--- src/rtl/i2c_cmd_target.sv ---
module i2c_cmd_target #(
  parameter logic [6:0] TARGET_ADDR = 7'h42,
  parameter int SYNC_LEN = 2
) (
  input  logic       clk,
  input  logic       rst_n,
  input  logic       scl_i,
  input  logic       sda_i,
  output logic       scl_oe,
  output logic       sda_oe,
  input  logic [1:0] reg_addr,
  input  logic       reg_wr,
  input  logic [7:0] reg_wdata,
  output logic [7:0] reg_rdata
);

  localparam logic [1:0] REG_CTRL = 2'd0;
  localparam logic [1:0] REG_STAT = 2'd1;
  localparam logic [1:0] REG_DATA = 2'd2;
  localparam logic [3:0] BYTE_END = 4'd8;

  typedef enum logic [3:0] {
    ST_IDLE, ST_ADDR, ST_AWAIT, ST_ACK, ST_RX, ST_RWAIT, ST_TXREQ, ST_TX, ST_TXACK
  } st_t;

  typedef enum logic [1:0] {NX_IDLE, NX_RX, NX_TXREQ} nx_t;

  st_t state;
  nx_t ack_next;
  logic [SYNC_LEN-1:0] scl_sync, sda_sync;
  logic scl_d, sda_d;
  logic [7:0] sh, tx_sh, rx_byte;
  logic [3:0] cnt;
  logic df, af, dir, ack_act, ack_bit, stop_en, nack;

  wire scl_s = scl_sync[SYNC_LEN-1];
  wire sda_s = sda_sync[SYNC_LEN-1];
  wire scl_rise = scl_s & ~scl_d;
  wire scl_fall = ~scl_s & scl_d;
  wire start_det = scl_s & scl_d & sda_d & ~sda_s;
  wire stop_det = scl_s & scl_d & ~sda_d & sda_s;

  wire wr_stat = reg_wr && reg_addr == REG_STAT;
  wire wr_data = reg_wr && reg_addr == REG_DATA;
  wire [1:0] cmd = reg_wdata[1:0];
  wire cmd_ok = wr_stat && cmd[1] &&
                (state == ST_AWAIT || state == ST_RWAIT ||
                 (state == ST_TXREQ && !cmd[0]));

  assign scl_oe = df | af;
  assign sda_oe = (state == ST_ACK && !ack_bit) || (state == ST_TX && !tx_sh[7]);

  always_comb begin
    case (reg_addr)
      REG_CTRL: reg_rdata = {7'b0, stop_en};
      REG_STAT: reg_rdata = {df, af, scl_oe, dir, 1'b0, ack_act, 2'b00};
      REG_DATA: reg_rdata = rx_byte;
      default:  reg_rdata = 8'h00;
    endcase
  end

  always_ff @(posedge clk or negedge rst_n) begin
    if (!rst_n) begin
      scl_sync <= '1;
      sda_sync <= '1;
      scl_d    <= 1'b1;
      sda_d    <= 1'b1;
      state    <= ST_IDLE;
      ack_next <= NX_IDLE;
      sh       <= '0;
      tx_sh    <= '0;
      rx_byte  <= '0;
      cnt      <= '0;
      df       <= 1'b0;
      af       <= 1'b0;
      dir      <= 1'b0;
      ack_act  <= 1'b0;
      ack_bit  <= 1'b1;
      stop_en  <= 1'b0;
      nack     <= 1'b1;
    end else begin
      scl_sync <= {scl_sync[SYNC_LEN-2:0], scl_i};
      sda_sync <= {sda_sync[SYNC_LEN-2:0], sda_i};
      scl_d    <= scl_s;
      sda_d    <= sda_s;
      if (reg_wr && reg_addr == REG_CTRL) stop_en <= reg_wdata[0];
      if (wr_stat) ack_act <= reg_wdata[2];

      if (start_det) begin
        state <= ST_ADDR;
        cnt   <= '0;
      end else if (stop_det) begin
        state <= ST_IDLE;
        if (stop_en) af <= 1'b1;
      end else if (cmd_ok) begin
        if (state == ST_TXREQ || (dir && !cmd[0])) begin
          state <= ST_IDLE;
        end else begin
          state    <= ST_ACK;
          ack_bit  <= reg_wdata[2];
          ack_next <= !cmd[0] ? NX_IDLE : (dir ? NX_TXREQ : NX_RX);
        end
      end else begin
        case (state)
          ST_ADDR, ST_RX: begin
            if (scl_rise && cnt != BYTE_END) begin
              sh  <= {sh[6:0], sda_s};
              cnt <= cnt + 4'd1;
            end else if (scl_fall && cnt == BYTE_END) begin
              cnt <= '0;
              if (state == ST_RX) begin
                rx_byte <= sh;
                df      <= 1'b1;
                state   <= ST_RWAIT;
              end else if (sh[7:1] == TARGET_ADDR) begin
                af    <= 1'b1;
                dir   <= sh[0];
                state <= ST_AWAIT;
              end else begin
                state <= ST_IDLE;
              end
            end
          end
          ST_ACK: begin
            if (scl_fall) begin
              case (ack_next)
                NX_RX: begin
                  state <= ST_RX;
                  cnt   <= '0;
                end
                NX_TXREQ: begin
                  state <= ST_TXREQ;
                  df    <= 1'b1;
                end
                default: state <= ST_IDLE;
              endcase
            end
          end
          ST_TXREQ: begin
            if (wr_data) begin
              tx_sh <= reg_wdata;
              df    <= 1'b0;
              cnt   <= '0;
              state <= ST_TX;
            end
          end
          ST_TX: begin
            if (scl_rise && tx_sh[7] && !sda_s) begin
              af    <= 1'b1;
              state <= ST_IDLE;
            end else if (scl_fall) begin
              tx_sh <= {tx_sh[6:0], 1'b0};
              cnt   <= cnt + 4'd1;
              if (cnt == BYTE_END - 4'd1) state <= ST_TXACK;
            end
          end
          ST_TXACK: begin
            if (scl_rise) nack <= sda_s;
            if (scl_fall) begin
              if (nack) begin
                state <= ST_IDLE;
              end else begin
                df    <= 1'b1;
                state <= ST_TXREQ;
              end
            end
          end
          default: ;
        endcase
      end

      if (cmd_ok || (wr_stat && reg_wdata[7])) df <= 1'b0;
      if (cmd_ok || (wr_stat && reg_wdata[6])) af <= 1'b0;
    end
  end

endmodule

--- config.mk ---
export PLATFORM = sky130hd
export DESIGN_NAME = i2c_cmd_target
export DESIGN_NICKNAME = d
export VERILOG_FILES = /design/src/rtl/i2c_cmd_target.sv
export SDC_FILE = /design/constraint.sdc
export NUM_CORES = 1
export LEC_CHECK = 0
export ABC_AREA = 1
export BUFFER_PORTS_ARGS = -buffer_cell sky130_fd_sc_hd__buf_2
export CAP_MARGIN = 5
export CORE_MARGIN = 2
export CORE_UTILIZATION = 55
export CTS_BUF_LIST = sky130_fd_sc_hd__clkbuf_8
export DETAILED_ROUTE_END_ITERATION = 16
export PLACE_DENSITY = 0.75
export SYNTH_ARGS = -nofsm -noshare
export SYNTH_HDL_FRONTEND = slang
export SYNTH_SLANG_ARGS = --single-unit
--- constraint.sdc ---
create_clock -name clk -period 2.05 [get_ports clk]
set_input_delay 0.3075 -clock clk [delete_from_list [all_inputs] [get_ports clk]]
set_output_delay 0.3075 -clock clk [all_outputs]
set_load 0.01 [all_outputs]
==> qor.csv <==
metric,value,unit
reg-to-reg endpoint,df,
area delta synth->final,10.9,%
CP Launch Type,flop,
post-synthesis async set-or-reset flop share,1.00,
final slew viol count,0,
YS warnings,0,
reg2reg start,cnt[0],
syn nets,383,
Clock Latency Late Sink,310,ps
syn_area_per_cell,7.69,µm²
kind of end point of the critical path,primary output,
largest net degree at the start of global routing,31,
I/O Pins,25,
Vias,2399,
die width,75.4,µm
Num Clock Sinks,47,
crit-path cells,"inv_2, nand2_2, nor2_8, inv_4, o22ai_1, buf_2",
die area,0.00568,mm²
share of cells above drive strength 1,0.242,
period utilization,0.919,
Routed WL per cell,12.9,µm
Fin. Hold Viols,0,
number of nets with antenna violations after routing,0,
Tightest Pin Transition,366,ps
hold path cells,1,
Antenna Cells,0,
Post-Synthesis Cells,364,
drt pass-1 iters,5,
worst r2r path cells,10,
global-route wire length before repair,9760,µm
"Net count, final",414,
Worst path slowest cell,dfrtp_1,
DRT Wirelength,5980,µm
crit path DAT,1580,ps
Final setup violation count,0,
required time of the critical path,1740,ps
Clock Skew,10.5,ps
core area,0.00482,mm²
CP max stage delay,460,ps
initial DRC count,111,
GRT Resource Usage Total,0.227,
initial antenna violation count,0,
"Seq/Total Area, Yosys",0.424,
"Top FF cell, synth",dfrtp_1,
Max Cap Viol,0,
Max Freq,531,MHz
status,"finished, final reports clean",
Hold Crit Class,primary input to flop,
RSZ-0062 raised after global routing,no,
vias in the first global route,2209,
max_slew headroom,0.756,
R2R Setup Slk,290,ps
worst vdd ir,0.526,mV
Tmin final,1880,ps
TritonCTS Buffers,5,
FP Rows,25,
gr ovfl total,0,
Leakage,0.00158,µW
crit path max fanout,18,
clk root buf,clkbuf_8,
Avg Vias per Cell,5.18,
Initial Utilization,0.581,
H-tree depth,2,
clock slew at reported path FFs,80,ps
Synth cell types,37,
Filler cells,438,
pwr/cell area,619,mW/mm²
Port Buffers,24,
Die Y,75.4,µm
WS Path Type,flop to primary output,
Final GP Congestion,0.948,
Worst Hold End,sda_sync[0],
"EDFF count, synth",0,
utilization after layout,0.645,
hold_sp,sda_i,
Post-DP HPWL,4600,µm
"FF+latch count, synth",47,
TritonCTS clock tree,yes,
Post-route DRC,0,
Max Buffers Root-to-Sink,2,
synthesized cell area,0.00280,mm²
setup TNS,0,ps
## sequential cells by signal (all words and copies together), names as in the netlist
name      flops
stop_en       1
scl_d         1
sh            8
scl_sync      2
nack          1
tx_sh         8
dir           1
df            1
sda_d         1
state         4
sda_sync      2
af            1
ack_act       1
ack_next      2
ack_bit       1
rx_byte       8
cnt           4
## through the flow
stage | power, µW | cell area, µm² | worst slack (ps) | hold slack (ps) | std cells
6_report | 1920 | 3110 | 165 | 92.8 | 463
5_1_grt | 2010 | 3110 | 30.6 | 84.4 | 463
4_1_cts | 1930 | 3100 | 99.9 | 86.9 | 463
3_5_place_dp | 1340 | 3000 | 311 | 286 | 454
3_3_place_gp | 1330 | 3000 | 342 | 283 | 454
2_1_floorplan | 1230 | 2800 | 500 | 11.9 | 364
## per-layer routing
metal | GRT usage | wire length, µm | up-vias
li1 | - | - | 1219
met1 | 0.318 | 2810 | 1110
met2 | 0.359 | 2820 | 59
met3 | 0.0397 | 240 | 11
met4 | 0.0780 | 113 | 0
met5 | 0 | 0 | -
## cells by family (layout without fill, tap and decap cells)
group           Yosys count  after routing  synth area share
simple gates            191            191             0.323
compound gates           63             63             0.139
flops                    47             47             0.424
fa+ha+maj                 4              4            0.0179
mux                       4              4            0.0147
xor+xnor                  1              1           0.00313
buf+inv                  54             86            0.0791
## how the worst max path moves through the flow
stage / startpoint / endpoint
5_1_grt: cnt[0] / df
3_5_place_dp: scl_sync[1] / cnt[0]
4_1_cts: state[0] / sda_oe
2_1_floorplan: state[3] / sda_oe
6_report: state[3] / sda_oe
3_3_place_gp: scl_sync[1] / cnt[0]
## layout by cell type (no fill, tap or decap), types with 4 or more instances in the layout
master,count
o21ai_0,37
nor2_4,4
nand3_1,18
o21ai_2,8
ha_1,4
inv_2,6
buf_4,4
clkbuf_8,6
inv_1,43
a21oi_1,5
dfstp_2,8
nand2_1,101
o21ai_1,4
buf_2,24
nor2_1,33
dfrtp_1,38
nor2_2,7
nand2_2,15
nand3_2,4
## power breakdown
| group | internal, µW | switching, µW | total (µW) |
|---|---|---|---|
| sequential | 989 | 58.4 | 1050 |
| clock | 272 | 324 | 596 |
| combinational | 99.0 | 178 | 277 |
| total | 1360 | 561 | 1920 |
## what timing repair did
action                                  in CTS  in global routing
endpoints found under the setup margin       0                  1
buffers inserted                             0                  0
gates resized for setup                      0                  1
hold buffers                                 1                  0
endpoints found under the hold margin       16                  0
## layout make-up
cell class / instances / area [µm²] / share of cell area
flip-flops and latches: 47 / 1190 / 0.382
clock inverters: 2 / 12.5 / 0.00403
multi-input cells: 263 / 1390 / 0.448
inverters: 49 / 186 / 0.0600
clock buffers: 6 / 82.6 / 0.0266
well taps: 67 / 83.8 / 0.0270
repair buffers: 29 / 160 / 0.0516
## critical path, delay by kind of cell, from the launching register on
| family | cells | cell delay [ps] |
|---|---|---|
| buf+inv | 3 | 370 |
| compound gates | 1 | 160 |
| simple gates | 2 | 280 |
| flops | 1 | 460 |
## Yosys cell counts (3+ instances only)
cell type | instances | area, µm²
o21ai_2 | 8 | 70.1
o21ai_0 | 37 | 185
nand4_1 | 3 | 18.8
nand3_2 | 4 | 40.0
nor2_1 | 33 | 124
nand2_2 | 15 | 93.8
mux2i_1 | 3 | 30.0
dfrtp_1 | 39 | 976
a21oi_1 | 5 | 25.0
inv_2 | 6 | 22.5
nor2_2 | 7 | 43.8
nor2_4 | 4 | 45.0
nand2_1 | 101 | 379
ha_1 | 4 | 50.1
o21ai_1 | 4 | 20.0
inv_1 | 42 | 158
dfstp_2 | 8 | 210
nand3_1 | 18 | 90.1
(Power assumes the default switching activity.)
